==> src/rtl/ldtr_pkg.sv <==
// Shared types and field positions for the descriptor-table register loader.
// Assumes the 8-byte legacy descriptor layout: the high word holds the
// present bit, the segment flag and the 4-bit type.
package ldtr_pkg;

    typedef enum logic [2:0] {
        ST_IDLE,
        ST_READ_LO,
        ST_READ_HI,
        ST_CHECK,
        ST_WRITE_BUSY,
        ST_DONE,
        ST_FAULT
    } ld_state_t;

    localparam logic FK_GP = 1'b0;
    localparam logic FK_NP = 1'b1;

    localparam int HI_PRESENT_BIT = 15;
    localparam int HI_SEGFLAG_BIT = 12;
    localparam int HI_TYPE_LSB    = 8;
    localparam int HI_BUSY_BIT    = 9;

    localparam logic [3:0] TY_LOCAL_TABLE = 4'h2;
    localparam logic [3:0] TY_TASK_16     = 4'h1;
    localparam logic [3:0] TY_TASK_32     = 4'h9;

endpackage

==> src/rtl/sel_precheck.sv <==
// Combinational screening of a selector before any memory access.
// Order: privilege, null, table indicator, table limit.
// Assumes bit 2 is the table indicator and bits SEL_W-1:3 the index.
module sel_precheck #(
    parameter int SEL_W  = 16,
    parameter int PRIV_W = 2,
    parameter int LIM_W  = 16
) (
    input  logic              is_task,
    input  logic [PRIV_W-1:0] priv,
    input  logic [SEL_W-1:0]  sel,
    input  logic [LIM_W-1:0]  limit,
    output logic              reject,
    output logic              null_ldt,
    output logic [SEL_W-1:0]  code
);
    localparam int IDX_W = SEL_W - 3;
    localparam int CMP_W = ((SEL_W > LIM_W) ? SEL_W : LIM_W) + 1;

    logic [IDX_W-1:0] idx;
    logic [CMP_W-1:0] span_end;
    logic [CMP_W-1:0] lim_ext;
    logic [SEL_W-1:0] masked;
    logic             is_null;

    assign idx      = sel[SEL_W-1:3];
    assign span_end = CMP_W'({idx, 3'b111});
    assign lim_ext  = CMP_W'(limit);
    assign masked   = {sel[SEL_W-1:2], 2'b00};
    assign is_null  = (sel[SEL_W-1:2] == '0);

    // Purpose: pick the first failing screen in priority order.
    always_comb begin
        reject   = 1'b0;
        null_ldt = 1'b0;
        code     = '0;
        if (priv != '0) begin
            reject = 1'b1;
        end else if (is_null) begin
            if (is_task) reject = 1'b1;
            else         null_ldt = 1'b1;
        end else if (sel[2]) begin
            reject = 1'b1;
            code   = masked;
        end else if (span_end > lim_ext) begin
            reject = 1'b1;
            code   = masked;
        end
    end
endmodule

==> src/rtl/desc_validate.sv <==
// Combinational validation of a fetched descriptor high word against the
// target register. Type is checked before presence.
module desc_validate #(
    parameter int DATA_W = 32
) (
    input  logic              is_task,
    input  logic [DATA_W-1:0] hi_word,
    output logic              reject,
    output logic              kind
);
    import ldtr_pkg::*;

    logic [3:0] dtype;
    logic       segflag;
    logic       present;
    logic       type_ok;

    assign dtype   = hi_word[HI_TYPE_LSB +: 4];
    assign segflag = hi_word[HI_SEGFLAG_BIT];
    assign present = hi_word[HI_PRESENT_BIT];

    // Purpose: decide whether the system type suits the target register.
    always_comb begin
        if (segflag) type_ok = 1'b0;
        else if (is_task) type_ok = (dtype == TY_TASK_16) || (dtype == TY_TASK_32);
        else type_ok = (dtype == TY_LOCAL_TABLE);
    end

    // Purpose: map the failing check to a fault class.
    always_comb begin
        reject = 1'b0;
        kind   = FK_GP;
        if (!type_ok) begin
            reject = 1'b1;
        end else if (!present) begin
            reject = 1'b1;
            kind   = FK_NP;
        end
    end
endmodule

==> src/rtl/cache_bank.sv <==
// Holding register for one system register: selector, descriptor words and
// a valid flag. A load sets valid; an invalidate stores only the selector.
module cache_bank #(
    parameter int SEL_W  = 16,
    parameter int DATA_W = 32
) (
    input  logic              clk,
    input  logic              rst_n,
    input  logic              load,
    input  logic              inval,
    input  logic [SEL_W-1:0]  sel_in,
    input  logic [DATA_W-1:0] lo_in,
    input  logic [DATA_W-1:0] hi_in,
    output logic [SEL_W-1:0]  sel_out,
    output logic              valid_out,
    output logic [DATA_W-1:0] lo_out,
    output logic [DATA_W-1:0] hi_out
);
    // Purpose: update the cached register contents.
    always_ff @(posedge clk) begin
        if (!rst_n) begin
            sel_out   <= '0;
            valid_out <= 1'b0;
            lo_out    <= '0;
            hi_out    <= '0;
        end else if (load) begin
            sel_out   <= sel_in;
            valid_out <= 1'b1;
            lo_out    <= lo_in;
            hi_out    <= hi_in;
        end else if (inval) begin
            sel_out   <= sel_in;
            valid_out <= 1'b0;
        end
    end
endmodule

==> src/rtl/desc_table_reg_loader.sv <==
// Top of the loader. Screens the selector, fetches the descriptor in two
// reads, validates it, latches the target cache and, for the task target,
// writes the busy bit back. Assumes gdt_base and gdt_limit stay stable
// during a run and that start is only honoured in the idle state.
module desc_table_reg_loader #(
    parameter int SEL_W  = 16,
    parameter int PRIV_W = 2,
    parameter int LIM_W  = 16,
    parameter int ADDR_W = 32,
    parameter int DATA_W = 32
) (
    input  logic              clk,
    input  logic              rst_n,
    input  logic              start,
    input  logic              target,
    input  logic [PRIV_W-1:0] cur_priv,
    input  logic [SEL_W-1:0]  selector,
    input  logic [ADDR_W-1:0] gdt_base,
    input  logic [LIM_W-1:0]  gdt_limit,
    output logic              mem_req,
    output logic              mem_we,
    output logic [ADDR_W-1:0] mem_addr,
    output logic [DATA_W-1:0] mem_wdata,
    input  logic [DATA_W-1:0] mem_rdata,
    input  logic              mem_ready,
    output logic              done,
    output logic              fault,
    output logic              fault_kind,
    output logic [SEL_W-1:0]  fault_code,
    output logic [SEL_W-1:0]  ldt_sel,
    output logic              ldt_valid,
    output logic [DATA_W-1:0] ldt_lo,
    output logic [DATA_W-1:0] ldt_hi,
    output logic [SEL_W-1:0]  tr_sel,
    output logic              tr_valid,
    output logic [DATA_W-1:0] tr_lo,
    output logic [DATA_W-1:0] tr_hi
);
    import ldtr_pkg::*;

    localparam int NUM_BANKS = 2;
    localparam int IDX_W     = SEL_W - 3;
    localparam int HALF_OFS  = DATA_W / 8;

    ld_state_t         state;
    logic              tgt_q;
    logic [SEL_W-1:0]  sel_q;
    logic [DATA_W-1:0] lo_q;
    logic [DATA_W-1:0] hi_q;
    logic [SEL_W-1:0]  code_q;
    logic              kind_q;

    logic              pre_reject;
    logic              pre_null;
    logic [SEL_W-1:0]  pre_code;
    logic              chk_reject;
    logic              chk_kind;

    logic [ADDR_W-1:0] entry_addr;
    logic [SEL_W-1:0]  bank_sel_in;
    logic              load_ok;

    logic [NUM_BANKS-1:0] bank_load;
    logic [NUM_BANKS-1:0] bank_inval;
    logic [SEL_W-1:0]     bank_sel  [NUM_BANKS];
    logic                 bank_vld  [NUM_BANKS];
    logic [DATA_W-1:0]    bank_lo   [NUM_BANKS];
    logic [DATA_W-1:0]    bank_hi   [NUM_BANKS];

    sel_precheck #(.SEL_W(SEL_W), .PRIV_W(PRIV_W), .LIM_W(LIM_W)) u_pre (
        .is_task  (target),
        .priv     (cur_priv),
        .sel      (selector),
        .limit    (gdt_limit),
        .reject   (pre_reject),
        .null_ldt (pre_null),
        .code     (pre_code)
    );

    desc_validate #(.DATA_W(DATA_W)) u_val (
        .is_task (tgt_q),
        .hi_word (hi_q),
        .reject  (chk_reject),
        .kind    (chk_kind)
    );

    // Purpose: compute the byte address of the descriptor entry.
    assign entry_addr = gdt_base + ADDR_W'({sel_q[SEL_W-1:3], 3'b000});

    // Purpose: drive the memory port from the current state.
    always_comb begin
        mem_req   = 1'b0;
        mem_we    = 1'b0;
        mem_addr  = entry_addr;
        mem_wdata = hi_q | (DATA_W'(1) << HI_BUSY_BIT);
        case (state)
            ST_READ_LO:    mem_req = 1'b1;
            ST_READ_HI: begin
                mem_req  = 1'b1;
                mem_addr = entry_addr + ADDR_W'(HALF_OFS);
            end
            ST_WRITE_BUSY: begin
                mem_req  = 1'b1;
                mem_we   = 1'b1;
                mem_addr = entry_addr + ADDR_W'(HALF_OFS);
            end
            default: ;
        endcase
    end

    // Purpose: sequence screening, fetch, validation and write-back.
    always_ff @(posedge clk) begin
        if (!rst_n) begin
            state  <= ST_IDLE;
            tgt_q  <= 1'b0;
            sel_q  <= '0;
            lo_q   <= '0;
            hi_q   <= '0;
            code_q <= '0;
            kind_q <= FK_GP;
        end else begin
            case (state)
                ST_IDLE: begin
                    if (start) begin
                        tgt_q <= target;
                        sel_q <= selector;
                        if (pre_reject) begin
                            code_q <= pre_code;
                            kind_q <= FK_GP;
                            state  <= ST_FAULT;
                        end else if (pre_null) begin
                            state <= ST_DONE;
                        end else begin
                            state <= ST_READ_LO;
                        end
                    end
                end
                ST_READ_LO: begin
                    if (mem_ready) begin
                        lo_q  <= mem_rdata;
                        state <= ST_READ_HI;
                    end
                end
                ST_READ_HI: begin
                    if (mem_ready) begin
                        hi_q  <= mem_rdata;
                        state <= ST_CHECK;
                    end
                end
                ST_CHECK: begin
                    if (chk_reject) begin
                        code_q <= {sel_q[SEL_W-1:2], 2'b00};
                        kind_q <= chk_kind;
                        state  <= ST_FAULT;
                    end else if (tgt_q) begin
                        state <= ST_WRITE_BUSY;
                    end else begin
                        state <= ST_DONE;
                    end
                end
                ST_WRITE_BUSY: begin
                    if (mem_ready) state <= ST_DONE;
                end
                ST_DONE:  state <= ST_IDLE;
                ST_FAULT: state <= ST_IDLE;
                default:  state <= ST_IDLE;
            endcase
        end
    end

    assign load_ok     = (state == ST_CHECK) && !chk_reject;
    assign bank_sel_in = (state == ST_IDLE) ? selector : sel_q;

    // Purpose: one cache bank per target register.
    for (genvar g = 0; g < NUM_BANKS; g++) begin : g_bank
        assign bank_load[g]  = load_ok && (tgt_q == g[0]);
        assign bank_inval[g] = (state == ST_IDLE) && start && !pre_reject
                               && pre_null && (target == g[0]);
        cache_bank #(.SEL_W(SEL_W), .DATA_W(DATA_W)) u_bank (
            .clk       (clk),
            .rst_n     (rst_n),
            .load      (bank_load[g]),
            .inval     (bank_inval[g]),
            .sel_in    (bank_sel_in),
            .lo_in     (lo_q),
            .hi_in     (hi_q),
            .sel_out   (bank_sel[g]),
            .valid_out (bank_vld[g]),
            .lo_out    (bank_lo[g]),
            .hi_out    (bank_hi[g])
        );
    end

    assign ldt_sel    = bank_sel[0];
    assign ldt_valid  = bank_vld[0];
    assign ldt_lo     = bank_lo[0];
    assign ldt_hi     = bank_hi[0];
    assign tr_sel     = bank_sel[1];
    assign tr_valid   = bank_vld[1];
    assign tr_lo      = bank_lo[1];
    assign tr_hi      = bank_hi[1];

    assign done       = (state == ST_DONE);
    assign fault      = (state == ST_FAULT);
    assign fault_kind = kind_q;
    assign fault_code = code_q;
endmodule

==> config.mk <==
export PLATFORM = sky130hd
export DESIGN_NAME = desc_table_reg_loader
export DESIGN_NICKNAME = d
export VERILOG_FILES = /design/src/rtl/ldtr_pkg.sv /design/src/rtl/sel_precheck.sv /design/src/rtl/desc_validate.sv /design/src/rtl/cache_bank.sv /design/src/rtl/desc_table_reg_loader.sv
export SDC_FILE = /design/constraint.sdc
export NUM_CORES = 1
export LEC_CHECK = 0
export BUFFER_PORTS_ARGS = -buffer_cell sky130_fd_sc_hd__buf_2
export CAP_MARGIN = 25
export CORE_MARGIN = 3
export CORE_UTILIZATION = 40
export CTS_CLUSTER_SIZE = 12
export DETAILED_ROUTE_END_ITERATION = 10
export GPL_ROUTABILITY_DRIVEN = 0
export GPL_TIMING_DRIVEN = 0
export PLACE_DENSITY = 0.62
export SLEW_MARGIN = 20
export SYNTH_ARGS = -nofsm -noshare
export SYNTH_HDL_FRONTEND = slang
export SYNTH_SLANG_ARGS = --single-unit
==> constraint.sdc <==
create_clock -name clk -period 5.4 [get_ports clk]
set_input_delay 1.08 -clock clk [delete_from_list [all_inputs] [get_ports clk]]
set_output_delay 1.08 -clock clk [all_outputs]
set_load 0.02 [all_outputs]
Word level (Yosys, flattened, before mapping) --
Cells that the tools add are included.
Word-level totals: logic and storage cells 105, flip-flop bits (word level) 263, output and inout bits 247
Operators by class: magnitude comparators 1, mux-type cells 46, reduce and logical (&&, ||, !) cells 24, bitwise logic cells 2, eq/ne operators 15, $add $sub $neg 2
Operator list (count):
- $mux W16 | 12
- $add A32 B16 Y32 | 1
- $add A32 B3 Y32 const B | 1
- $mux W32 | 1
- $pmux W16 S2 | 1
- $mux W1 | 23
- $mux W3 | 6
- $gt A16 B16 Y1 | 1
- $pmux W3 S5 | 1
- $logic_not A14 Y1 | 1
- $ne A2 B2 Y1 const B | 6
- $eq A3 B3 Y1 const B | 3
- $logic_and A1 B1 Y1 | 8
- $reduce_and A4 Y1 | 2
- $reduce_bool A2 Y1 | 4
- $eq A3 B2 Y1 const B | 2
- $reduce_and A2 Y1 | 3
- $eq A4 B1 Y1 const B | 1
- $eq A4 B2 Y1 const B | 1
- $eq A4 B4 Y1 const B | 1
- $eq A3 B1 Y1 const B | 1
- $logic_not A3 Y1 | 1
- $reduce_or A3 Y1 | 1
- $logic_not A1 Y1 | 2
- other kinds (5) | 6

Depth between registers and ports, before layout --
Gate-level depths: netlist (run 1).
depth in word-level cells 11, depth in mapped cells 13

Hierarchy --
Synthesis (run 1) repeated with hierarchy kept, for this count alone.
Unflattened totals: cell total of the unflattened synthesis 1444, area, all modules 12939.9 um^2
Modules (own cells, without submodules):
- cache_bank | cells each 283, area each 3113.0 um^2, times used 2
- desc_table_reg_loader | cells each 782, area each 6069.6 um^2, times used 1
- sel_precheck | cells each 90, area each 588.1 um^2, times used 1
- desc_validate | cells each 6, area each 56.3 um^2, times used 1

Least setup slack after synthesis (run 1) --
No wires, ideal clock.
path type input -> output, start point input gdt_base[3], end point output mem_addr[19], required time 4.320 ns, stages 12, path slack 0.391 ns, arrival 3.929 ns, cells stage by stage ha_1 > inv_1 > fa_1 > xnor2_2 > or4b_1 > o21ai_2 > o2111ai_2 > nor4_4 > nand4_4 > o31ai_2 > nand3_1 > xnor2_1
On the way: longest elaborated chain between the ends 3
RTL lines:
- start: declaration | line desc_table_reg_loader.sv:18 | input logic [ADDR_W-1:0] gdt_base,
- $add A32 B16 Y32 * | line desc_table_reg_loader.sv:88 | assign entry_addr = gdt_base + ADDR_W'({sel_q[SEL_W-1:3], 3'b000});
- $add A32 B3 Y32 | line desc_table_reg_loader.sv:100, desc_table_reg_loader.sv:105
- $mux W32 *
- end: declaration | line desc_table_reg_loader.sv:22 | output logic [ADDR_W-1:0] mem_addr,
Every way passes the cells marked *; elsewhere a longest branch is shown, timed or not.

Worst setup path in the final report (run 1) --
start point input gdt_base[3], end point output mem_addr[25]
Same word-level chain as after synthesis.

==> impl_results.rst, run 1 <==
.. list-table::
   :header-rows: 1

   * - Metric
     - Value
   * - Number of detailed-route iterations in the first pass
     - 4
   * - Overall fraction of global-route tracks in use
     - 24.27%
   * - Count of hold buffers inserted by post-cts repair
     - 0
   * - Final Setup Violations
     - 0
   * - Area of the mapped netlist
     - 11770 µm²
   * - Max-capacitance violation count
     - 0
   * - Slew Viols, Final
     - 0
   * - Main synth FF type
     - sky130_fd_sc_hd__dfxtp_1
   * - Area of the multi-input gates
     - 5871 µm²
   * - Post-layout minimum cycle time
     - 5.249 ns
   * - Clock tree from TritonCTS
     - built
   * - Power per cell area
     - 356.0 nW/µm²
   * - Height of the chip
     - 177.5 µm
   * - Final routed DRC violation total
     - 0
   * - Share of the clock period used by the worst path
     - 97.20%
   * - Final-stage net count
     - 2007
   * - Maximum resistive drop on vdd
     - 213.3 µV
   * - Setup_tns
     - 0 ns
   * - Initial cell density of the core
     - 40.78%
   * - Final Skew
     - 0.01444 ns
   * - Worst-path cell with the longest stage delay
     - sky130_fd_sc_hd__fa_1
   * - Buffers and inverters on the worst path
     - 3
   * - Total placed cells including tap cells
     - 2221
   * - Number of CTS-inserted buffers
     - 28
   * - CP startpoint kind
     - input port
   * - Via count of the first global-routing pass
     - 10960
   * - FF/Latch Area
     - 5225 µm²
   * - Slew headroom
     - 32.95%
   * - Status
     - completed
   * - Number of design-rule violations left by the first detailed-router iteration
     - 636
   * - Share of synthesized area occupied by flip-flops and latches
     - 44.40%
   * - Number of antenna violations at the first check in global routing
     - 4
   * - Peak Freq
     - 190.5 MHz
   * - CTS root buffer
     - sky130_fd_sc_hd__clkbuf_16
   * - Largest net degree at the start of global routing
     - 16
   * - Synth warn
     - 0
   * - Final cell utilization of the core
     - 51.85%
   * - Setup slack after layout
     - 0.1514 ns
   * - Number of ports placed on the die boundary
     - 350
   * - Total wire length
     - 40280 µm
   * - Buffers added on ports
     - 343
   * - Kind of critical path
     - input port to output pin
   * - Maximum buffer depth of the clock tree
     - 3
   * - Critical register-to-register path startpoint
     - state[0]
   * - Fraction of synthesis flops using an asynchronous set or reset pin
     - 0%
   * - Transition time at the pin with the least slew margin
     - 1.006 ns
   * - Antenna diode instance count
     - 0
   * - Mapped Cells
     - 1493
   * - Layout overhead on the synthesized area
     - 27.14%
   * - Die outline area
     - 31510 µm²
   * - Stage delay of the slowest cell on the critical path
     - 0.42 ns
   * - Number of enable-type register cells in the synthesized netlist
     - 0
   * - Vias after detailed routing
     - 11620
   * - Leak
     - 6.363 nW
   * - Detailed placer's ending HPWL
     - 31470 µm
   * - Number of hold violations in the final report
     - 0
   * - Detail Route Antenna Nets
     - 0
   * - Core region area
     - 28860 µm²
   * - Crit path top cell by count
     - sky130_fd_sc_hd__buf_2
   * - Flip-flop and latch count after synthesis
     - 261
   * - Die boundary width
     - 177.5 µm
   * - Count of clock tree sinks
     - 261
   * - Hold path startpoint
     - g_bank[1].u_bank.hi_out[29]
   * - Setup slack after placement
     - -0.1366 ns
   * - Capture point of the worst reg-to-reg path
     - g_bank[0].u_bank.sel_out[6]
   * - Number of standard cells in the layout, taps in and fillers out
     - 2274
   * - Number of H-tree levels
     - 1
   * - Total number of placement rows
     - 62
   * - End point of the most critical hold path
     - g_bank[1].u_bank.hi_out[29]
   * - Worst Path Required
     - 4.32 ns
   * - Insertion delay to the later sink of the worst-skew pair
     - 0.55 ns
   * - CP Cell Sequence
     - buf_2 -> ha_1 -> inv_1 -> fa_1 -> nand2b_1 -> a21oi_2 -> o21a_2 -> a31oi_2 -> o21a_1 -> or3_1 -> a211oi_4 -> a32oi_2 -> xnor2_1 -> buf_2
   * - Critical Path Sink Type
     - output pin
   * - Largest delay contributor family on the critical path
     - compound AO/OA/AOI/OAI gates
   * - Worst-path maximum fanout
     - 8
   * - Vias per inst
     - 5.108
   * - Hold path cells
     - 2
   * - Routed len/inst
     - 17.71 µm
   * - First-pass GRT wire length
     - 60510 µm
   * - Register-to-Register Setup Slack
     - 2.23 ns
   * - Per-instance average area after synthesis
     - 7.882 µm²
   * - Total global routing overflow
     - 0
   * - Cell depth of the worst flop-to-flop path
     - 10
   * - Classification of the worst-slack hold path
     - register to register
   * - Post-place instance area
     - 13970 µm²
   * - Post-layout instance area
     - 14960 µm²
   * - Number of inserted filler cells in the final layout
     - 2897
   * - Clock-pin slew on the worst setup and hold paths
     - 0.06 ns
   * - Share of post-route cells with drive strength above 1
     - 24.60%
   * - Number of distinct library cells after synthesis
     - 72
   * - Arrival time at the worst endpoint
     - 4.17 ns
## layer usage
metal	track usage (%)	vias up	wire, µm
met4	5.301	8	813
li1	-	5769	-
met2	42.23	392	19390
met1	30.01	5395	16700
met5	0	-	51
met3	6.568	52	3325
## cell families (layout without fill, tap and decap cells)
logic type	count (synthesis)	after routing	synth area share [%]
AND/OR/NAND/NOR	642	642	23.80
AO/OA/AOI/OAI	334	334	17.05
flip-flops	261	261	44.40
buffers and inverters	157	553	6.241
XOR/XNOR	51	51	3.860
adder cells (fa/ha/maj)	28	28	3.041
multiplexers	18	18	1.542
other	2	3	0.06382
## power breakdown
group / switching (mW) / internal [mW] / leakage (nW)
Clock: 0.768 / 1.06 / 0.425
Sequential: 0.108 / 2.03 / 2.11
Combinational: 0.867 / 0.496 / 3.83
Total: 1.74 / 3.58 / 6.36
## worst max path at each step
stage	end	start	cells past startpoint
3_3_place_gp	mem_addr[25]	gdt_base[3]	14
6_report	mem_addr[25]	gdt_base[3]	14
4_1_cts	mem_addr[25]	gdt_base[3]	14
3_5_place_dp	mem_addr[25]	gdt_base[3]	14
5_1_grt	mem_addr[19]	gdt_base[3]	14
2_1_floorplan	mem_addr[19]	gdt_base[3]	12
## metrics by stage
step / total power [mW] / hold slack [ns]
floorplan: 3.070 / 0.4357
global placement: 3.501 / 0.4401
detailed placement: 3.517 / 0.4430
CTS: 5.348 / 0.4525
global route: 5.572 / 0.4675
finish: 5.326 / 0.4525
## Yosys cell counts, types with 17 or more instances
cell type                  number  share of area (%)
sky130_fd_sc_hd__a211oi_1      34                2.2
sky130_fd_sc_hd__nor2_1        72                2.3
sky130_fd_sc_hd__ha_1          27                2.9
sky130_fd_sc_hd__mux2i_1       17                1.4
sky130_fd_sc_hd__and3_1        17               0.90
sky130_fd_sc_hd__xor2_1        18                1.3
sky130_fd_sc_hd__clkbuf_1      80                2.6
sky130_fd_sc_hd__xnor2_1       32                2.4
sky130_fd_sc_hd__nand3_1       22               0.94
sky130_fd_sc_hd__buf_4         36                2.3
sky130_fd_sc_hd__nand2_1      435                 14
sky130_fd_sc_hd__a21oi_1      218                9.3
sky130_fd_sc_hd__inv_1         26               0.83
sky130_fd_sc_hd__dfxtp_1      261                 44
sky130_fd_sc_hd__nor3_1        24                1.0
sky130_fd_sc_hd__nor2b_1       17               0.90
## layout make-up
type | instances | share of cell area [%]
inverter | 27 | 0.6774
tap | 384 | 3.211
timing repair buffer | 352 | 11.93
clock buffer | 39 | 5.294
multi-input combinational | 1076 | 39.24
sequential | 261 | 34.92
clock inverter | 5 | 0.5018
buffer | 130 | 4.231
## worst register-to-register path: cells and delay by family (launching register included)
family	cells	cell delay [ns]
buf+inv	3	0.98
simple gates	6	1.59
flops	1	0.32
compound gates	1	0.14
## cell usage in the layout (no fill, tap or decap), types with 27 or more instances in the layout
master	instances
sky130_fd_sc_hd__buf_2	351
sky130_fd_sc_hd__xnor2_1	32
sky130_fd_sc_hd__dfxtp_1	261
sky130_fd_sc_hd__a21oi_1	217
sky130_fd_sc_hd__ha_1	27
sky130_fd_sc_hd__clkbuf_16	28
sky130_fd_sc_hd__nor2_1	72
sky130_fd_sc_hd__clkbuf_1	86
sky130_fd_sc_hd__a211oi_1	34
sky130_fd_sc_hd__buf_4	45
sky130_fd_sc_hd__nand2_1	435
## what timing repair did
item / CTS / global route
pin swaps: 1 / 10
gates cloned: 0 / 0
setup buffers: 2 / 6
gates resized for setup: 1 / 6
setup endpoints to repair: 8 / 12
## flip-flops by register name (all words and copies together), names as in the netlist
signal and cells:
g_bank.u_bank.hi_out 64, g_bank.u_bank.lo_out 64, g_bank.u_bank.sel_out 32, hi_q 32, lo_q 32, sel_q 16, fault_code 14, state 3
g_bank.u_bank.valid_out 2, fault_kind 1, tgt_q 1
(Power assumes the default switching activity.)
==> run 2: changes to the inputs <==
--- a/config.mk
+++ b/config.mk
@@ -8,12 +8,13 @@
 export BUFFER_PORTS_ARGS = -buffer_cell sky130_fd_sc_hd__buf_2
 export CAP_MARGIN = 25
 export CORE_MARGIN = 3
-export CORE_UTILIZATION = 40
+export CORE_UTILIZATION = 52
 export CTS_CLUSTER_SIZE = 12
 export DETAILED_ROUTE_END_ITERATION = 10
 export GPL_ROUTABILITY_DRIVEN = 0
 export GPL_TIMING_DRIVEN = 0
-export PLACE_DENSITY = 0.62
+export PLACE_DENSITY = 0.78
+export SKIP_CTS_REPAIR_TIMING = 1
 export SLEW_MARGIN = 20
 export SYNTH_ARGS = -nofsm -noshare
 export SYNTH_HDL_FRONTEND = slang
==> run 2 against run 1 <==
Combinational power is essentially flat. Hold slack lost 0.0016 ns. Total power shrank 2.8%. Utilization grew 15 points. Critical endpoint unchanged. Sequential power is essentially flat. Die area shrank 22%. Setup slack lost 0.0091 ns. Via count grew 2.3%. Flip-flop and latch count is the same. Register-to-register slack gained 0.07 ns.
==> impl_results.rst, run 2 (synthesized netlist as in run 1, its figures left out) <==
.. list-table::
   :header-rows: 1

   * - Metric
     - Value
   * - Status
     - completed
   * - Core region area
     - 22030 µm² (-24%)
   * - Met3 layer wire length in the routed design
     - 3307 µm (-0.54%)
   * - Peak Freq
     - 190.2 MHz (-0.17%)
   * - Combinational power share
     - 26.2% (+0.6 points)
   * - Number of ports placed on the die boundary
     - 350 (unchanged)
   * - Classification of the worst-slack hold path
     - register to register
   * - Share of total power in sequential cells
     - 41.2% (+1.1 points)
   * - CP Cell Sequence
     - buf_2 -> ha_1 -> inv_1 -> fa_1 -> nand2b_1 -> a21oi_2 -> o21ai_1 -> o31ai_4 -> nor4b_4 -> o31ai_2 -> a211oi_4 -> a32oi_1 -> xnor2_1 -> buf_2
   * - Total global routing overflow
     - 0 (unchanged)
   * - Critical Path Sink Type
     - output pin
   * - Number of hold violations in the final report
     - 0 (unchanged)
   * - Routed len/inst
     - 17.89 µm (+1.0%)
   * - Height of the chip
     - 156.4 µm (-12%)
   * - Number of CTS-inserted buffers
     - 27 (-3.6%)
   * - Final routed DRC violation total
     - 0 (unchanged)
   * - Number of design-rule violations left by the first detailed-router iteration
     - 681 (+7.1%)
   * - Number of antenna violations at the first check in global routing
     - 2 (-2)
   * - CTS root buffer
     - sky130_fd_sc_hd__clkbuf_16
   * - Final-stage net count
     - 2008 (+0.050%)
   * - Share of the clock period used by the worst path
     - 97.37% (+0.17 points)
   * - Vias per inst
     - 5.469 (+7.1%)
   * - Setup slack after placement
     - -0.08409 ns (+0.05251 ns)
   * - Largest net degree at the start of global routing
     - 15 (-1)
   * - Total wire length
     - 38860 µm (-3.5%)
   * - Internal power contribution
     - 3.457 mW (-3.5%)
   * - Count of clock tree sinks
     - 261 (unchanged)
   * - Maximum resistive drop on vdd
     - 262.9 µV (+23%)
   * - Die outline area
     - 24470 µm² (-22%)
   * - Initial cell density of the core
     - 53.43% (+13 points)
   * - Number of detailed-route iterations in the first pass
     - 5 (+1)
   * - P_sw
     - 1.719 mW (-1.4%)
   * - Share of post-route cells with drive strength above 1
     - 24.27% (-0.33 points)
   * - Transition time at the pin with the least slew margin
     - 1.023 ns (+0.01719 ns)
   * - Power per cell area
     - 351.5 nW/µm² (-1.3%)
   * - Worst Path Required
     - 4.32 ns (about the same)
   * - Buffers added on ports
     - 343 (unchanged)
   * - Slew Viols, Final
     - 0 (unchanged)
   * - Worst-path cell with the longest stage delay
     - sky130_fd_sc_hd__fa_1
   * - Final Skew
     - 0.01472 ns (+0.0002836 ns)
   * - Clock power frac
     - 32.5% (-1.8 points)
   * - Via count of the first global-routing pass
     - 11320 (+3.2%)
   * - First-pass GRT wire length
     - 59740 µm (-1.3%)
   * - Top library cells by usage in the layout, fill and taps aside
     - sky130_fd_sc_hd__nand2_1 (435), sky130_fd_sc_hd__buf_2 (351), sky130_fd_sc_hd__dfxtp_1 (261)
   * - Die boundary width
     - 156.4 µm (-12%)
   * - Detail Route Antenna Nets
     - 0 (unchanged)
   * - Post-layout minimum cycle time
     - 5.258 ns (+0.009068 ns)
   * - Arrival time at the worst endpoint
     - 4.18 ns (about the same)
   * - Leading cell type in the layout, fill and taps excluded
     - sky130_fd_sc_hd__nand2_1
   * - Total number of placement rows
     - 54 (-13%)
   * - Overall fraction of global-route tracks in use
     - 30.30% (+6.0 points)
   * - Worst-path maximum fanout
     - 8 (unchanged)
   * - Kind of critical path
     - input port to output pin
   * - Maximum buffer depth of the clock tree
     - 3 (unchanged)
   * - Stage delay of the slowest cell on the critical path
     - 0.42 ns (about the same)
   * - Highest routed metal layer
     - met4
   * - Insertion delay to the later sink of the worst-skew pair
     - 0.55 ns (about the same)
   * - Switching power as a share of total power
     - 33.22% (+0.49 points)
   * - Layout overhead on the synthesized area
     - 25.15%
   * - Number of H-tree levels
     - 1 (unchanged)
   * - Clock-pin slew on the worst setup and hold paths
     - 0.06 ns (about the same)
   * - Leak
     - 6.315 nW (-0.75%)
   * - CP startpoint kind
     - input port
   * - Vias after detailed routing
     - 11880 (+2.3%)
   * - Setup slack after layout
     - 0.1423 ns (-0.009068 ns)
   * - Max-capacitance violation count
     - 0 (unchanged)
   * - Detailed-routed wire length on met2
     - 19070 µm (-1.6%)
   * - Final Setup Violations
     - 0 (unchanged)
   * - Number of inserted filler cells in the final layout
     - 1914 (-34%)
   * - Crit path top cell by count
     - sky130_fd_sc_hd__buf_2
   * - Detailed placer's ending HPWL
     - 30230 µm (-3.9%)
   * - Clock tree from TritonCTS
     - built
   * - Slew headroom
     - 31.63% (-1.3 points)
   * - Final cell utilization of the core
     - 66.86% (+15 points)
   * - Met1 routed wirelength after detailed routing
     - 15450 µm (-7.5%)
   * - Registers with the most flip-flops
     - g_bank.u_bank.hi_out x64, g_bank.u_bank.lo_out x64
-- run 2: power groups by stage --
stage	clock network, mW	logic [mW]	registers (mW)
floorplan	0	0.906	2.16
global placement	0	1.30	2.17
detailed placement	0	1.32	2.17
CTS	1.70	1.33	2.13
global route	1.78	1.47	2.15
finish	1.68	1.36	2.14
-- run 2: metal layers --
metal,vias to the layer above,global-route usage [%]
li1,5766,-
met1,5552,36.59
met2,484,53.54
met3,77,6.886
met4,0,9.671
met5,-,0
-- run 2: final cells by class --
class	instances	area (µm²)	area share, %
plain buffers	130	633.1	4.299
clock inverters	5	43.79	0.2974
multi-input cells	1076	5847	39.70
inverters	27	101.3	0.6882
well taps	280	350.3	2.379
flip-flops and latches	261	5225	35.48
repair buffers	354	1797	12.20
clock buffers	38	726.9	4.936
diodes	1	2.502	0.01699
-- run 2: through the flow --
step / total power [mW] / TNS (ns) / area, µm² / hold slack [ns] / std cells
floorplan: 3.070 / 0 / 11770 / 0.4357 / 1494
global placement: 3.471 / 0 / 13840 / 0.4404 / 2117
detailed placement: 3.498 / -0.2240 / 13840 / 0.4431 / 2117
CTS: 5.157 / -0.2527 / 14610 / 0.4516 / 2160
global route: 5.402 / -0.2289 / 14730 / 0.4677 / 2172
finish: 5.176 / 0 / 14730 / 0.4509 / 2172
-- run 2: final timing paths --
check                                  start                           to  slack [ns]  depth (start not counted)
setup / recovery                 gdt_base[3]                 mem_addr[25]        0.14                         14
hold / removal    g_bank[0].u_bank.lo_out[3]   g_bank[0].u_bank.lo_out[3]        0.45                          2
setup reg to reg                    state[0]  g_bank[1].u_bank.lo_out[31]        2.30                         10
hold reg to reg   g_bank[0].u_bank.lo_out[3]   g_bank[0].u_bank.lo_out[3]        0.45                          2
-- run 2: worst max-delay path, delay by kind of cell --
family	cells	cell delay, ns
xor+xnor	1	0.16
buf+inv	3	0.32
simple gates	2	0.53
compound gates	6	1.46
fa+ha+maj	2	0.60
==> run 3: changes to the inputs <==
--- a/config.mk
+++ b/config.mk
@@ -8,12 +8,12 @@
 export BUFFER_PORTS_ARGS = -buffer_cell sky130_fd_sc_hd__buf_2
 export CAP_MARGIN = 25
 export CORE_MARGIN = 3
-export CORE_UTILIZATION = 52
+export CORE_UTILIZATION = 35
 export CTS_CLUSTER_SIZE = 12
 export DETAILED_ROUTE_END_ITERATION = 10
 export GPL_ROUTABILITY_DRIVEN = 0
 export GPL_TIMING_DRIVEN = 0
-export PLACE_DENSITY = 0.78
+export PLACE_DENSITY = 0.56
 export SKIP_CTS_REPAIR_TIMING = 1
 export SLEW_MARGIN = 20
 export SYNTH_ARGS = -nofsm -noshare
==> run 3 against run 2 <==
Global-route usage down 7.6 points. Register-to-register slack worse by 0.03 ns. Cell area up 2.2%.
==> impl_results.rst, run 3 (synthesized netlist as in run 1, its figures left out) <==
.. list-table::
   :header-rows: 1

   * - Metric
     - Value
   * - Final Hold Slack
     - 0.4491 ns (-0.001733 ns)
   * - Final Setup Violations
     - 0 (unchanged)
   * - Post-layout instance area
     - 15050 µm² (+2.2%)
   * - Kind of critical path
     - input port to output pin
   * - Registers with the most flip-flops
     - g_bank.u_bank.hi_out x64, g_bank.u_bank.lo_out x64
   * - Leak
     - 6.378 nW (+1.0%)
   * - Worst-path cell with the longest stage delay
     - sky130_fd_sc_hd__or4b_1
   * - Layout overhead on the synthesized area
     - 27.93%
   * - Total placed cells including tap cells
     - 2280 (+7.7%)
   * - Number of standard cells in the layout, taps in and fillers out
     - 2340 (+7.7%)
   * - Classification of the worst-slack hold path
     - register to register
   * - Insertion delay to the later sink of the worst-skew pair
     - 0.55 ns (about the same)
   * - Transition time at the pin with the least slew margin
     - 0.9953 ns (-0.02763 ns)
   * - Cell depth of the worst flop-to-flop path
     - 10 (unchanged)
   * - Slew Viols, Final
     - 0 (unchanged)
   * - CP startpoint kind
     - input port
   * - Critical register-to-register path startpoint
     - state[0]
   * - Number of CTS-inserted buffers
     - 29 (+7.4%)
   * - Top library cells by usage in the layout, fill and taps aside
     - sky130_fd_sc_hd__nand2_1 (435), sky130_fd_sc_hd__buf_2 (351), sky130_fd_sc_hd__dfxtp_1 (261)
   * - Count of clock tree sinks
     - 261 (unchanged)
   * - Largest delay contributor family on the critical path
     - simple AND/OR/NAND/NOR gates
   * - Worst Path Required
     - 4.32 ns (about the same)
   * - Maximum buffer depth of the clock tree
     - 3 (unchanged)
   * - Setup_tns
     - 0 ns (unchanged)
   * - Share of the clock period used by the worst path
     - 96.15% (-1.2 points)
   * - Detailed placer's ending HPWL
     - 33010 µm (+9.2%)
   * - Register-to-Register Setup Slack
     - 2.27 ns (-0.03 ns)
   * - Total wire length
     - 42480 µm (+9.3%)
   * - Busiest metal layer after global routing
     - met2
   * - Stage delay of the slowest cell on the critical path
     - 0.47 ns (+0.05 ns)
   * - Hold path cells
     - 2 (unchanged)
   * - Leading cell type in the layout, fill and taps excluded
     - sky130_fd_sc_hd__nand2_1
   * - Final-stage net count
     - 2007 (-0.050%)
   * - Via count of the first global-routing pass
     - 11260 (-0.54%)
   * - Maximum resistive drop on vdd
     - 178.2 µV (-32%)
   * - First-pass GRT wire length
     - 64390 µm (+7.8%)
   * - RSZ-0062 raised after global routing
     - no
   * - Vias per inst
     - 4.984 (-8.9%)
   * - Number of inserted filler cells in the final layout
     - 3452 (+80%)
   * - Power per cell area
     - 358.7 nW/µm² (+2.0%)
   * - Overall power
     - 5.399 mW (+4.3%)
   * - Total global routing overflow
     - 0 (unchanged)
   * - Detail Route Antenna Nets
     - 0 (unchanged)
   * - Arrival time at the worst endpoint
     - 4.11 ns (-0.07 ns)
   * - Capture point of the worst reg-to-reg path
     - g_bank[1].u_bank.lo_out[31]
   * - Clock tree from TritonCTS
     - built
   * - Routed len/inst
     - 18.16 µm (+1.5%)
   * - Switching power as a share of total power
     - 33.06% (-0.15 points)
   * - Critical Path Sink Type
     - output pin
   * - Post-layout minimum cycle time
     - 5.192 ns (-0.06581 ns)
   * - Number of antenna violations at the first check in global routing
     - 4 (+2)
   * - P_sw
     - 1.785 mW (+3.8%)
   * - Final cell utilization of the core
     - 45.80% (-21 points)
   * - Hold path startpoint
     - g_bank[1].u_bank.hi_out[21]
   * - Buffers and inverters on the worst path
     - 3 (unchanged)
   * - Clock-pin slew on the worst setup and hold paths
     - 0.06 ns (about the same)
   * - Clock power frac
     - 35.2% (+2.7 points)
   * - Height of the chip
     - 189.4 µm (+21%)
   * - Setup slack after placement
     - -0.1124 ns (-0.02833 ns)
   * - Total number of placement rows
     - 66 (+22%)
   * - Number of hold violations in the final report
     - 0 (unchanged)
   * - End point of the most critical hold path
     - g_bank[1].u_bank.hi_out[21]
   * - Number of detailed-route iterations in the first pass
     - 5 (unchanged)
   * - Buffers added on ports
     - 343 (unchanged)
   * - Largest net degree at the start of global routing
     - 15 (unchanged)
   * - Die boundary width
     - 189.4 µm (+21%)
   * - Final routed DRC violation total
     - 0 (unchanged)
   * - Die outline area
     - 35860 µm² (+47%)
   * - Core region area
     - 32870 µm² (+49%)
   * - Met2 capacity usage during global routing
     - 38.44% (-15 points)
   * - CTS root buffer
     - sky130_fd_sc_hd__clkbuf_16
   * - Peak Freq
     - 192.6 MHz (+1.3%)
   * - Share of total power in sequential cells
     - 39.6% (-1.6 points)
   * - Number of H-tree levels
     - 1 (unchanged)
   * - Status
     - completed
   * - Worst-path maximum fanout
     - 7 (-1)
   * - Initial cell density of the core
     - 35.80% (-18 points)
   * - Post-place instance area
     - 14050 µm² (+1.5%)
   * - Internal power contribution
     - 3.614 mW (+4.6%)
   * - CP Cell Sequence
     - buf_2 -> ha_1 -> inv_1 -> fa_2 -> xnor2_2 -> or4b_1 -> o21ai_2 -> o2111ai_2 -> nor4_4 -> nand4_4 -> nor3_4 -> nand4b_1 -> xnor2_1 -> buf_4
   * - FF/Latch Area
     - 5225 µm² (unchanged)
   * - Share of post-route cells with drive strength above 1
     - 24.62% (+0.34 points)
   * - Number of design-rule violations left by the first detailed-router iteration
     - 492 (-28%)
   * - Vias after detailed routing
     - 11660 (-1.8%)
   * - Met3 demand-to-capacity share in global routing
     - 5.777% (-1.1 points)
   * - Final Skew
     - 0.01644 ns (+0.001721 ns)
   * - Met1 Track Usage GR
     - 28.37% (-8.2 points)
   * - Combinational power share
     - 25.2% (-1.0 points)
   * - Max-capacitance violation count
     - 0 (unchanged)
   * - Area of the multi-input gates
     - 5863 µm² (+0.28%)
   * - Setup slack after layout
     - 0.2081 ns (+0.06581 ns)
   * - Number of ports placed on the die boundary
     - 350 (unchanged)
   * - Slew headroom
     - 33.48% (+1.8 points)
   * - Overall fraction of global-route tracks in use
     - 22.68% (-7.6 points)
[run 3: tightest hold or removal path, cell delays in order (launching register included)]
cell	delay, ns
sky130_fd_sc_hd__dfxtp_1	0.30
sky130_fd_sc_hd__nand2_1	0.05
sky130_fd_sc_hd__a21oi_1	0.05
[run 3: worst max-delay path by stage]
stage                            from      endpoint  slack, ns  depth (start not counted)
after floorplan           gdt_base[3]  mem_addr[19]       0.39                         12
after global placement    gdt_base[3]  mem_addr[25]      -0.09                         14
after detailed placement  gdt_base[3]  mem_addr[25]      -0.11                         14
after CTS                 gdt_base[3]  mem_addr[25]      -0.13                         14
after global routing      gdt_base[3]  mem_addr[28]      0.008                         14
final                     gdt_base[3]  mem_addr[28]       0.21                         14
[run 3: layer usage]
metal / wire length, µm / vias up
met5: 35 / -
met4: 1157 / 6
met3: 3360 / 73
met2: 19990 / 404
met1: 17950 / 5402
li1: - / 5778
[run 3: power by group through the flow]
stage	sequential, mW	clock [mW]	combinational (mW)
after floorplan	2.16	0	0.906
after global placement	2.18	0	1.33
after detailed placement	2.18	0	1.34
after CTS	2.14	1.94	1.35
after global routing	2.15	2.02	1.49
final	2.14	1.90	1.36
[run 3: final cells by class]
type,instances,share of cell area (%)
antenna,1,0.01662
buffer,130,4.205
clock buffer,43,5.436
clock inverter,9,0.5402
inverter,27,0.6732
multi-input combinational,1076,38.95
sequential,261,34.71
tap,442,3.674
timing repair buffer,351,11.80
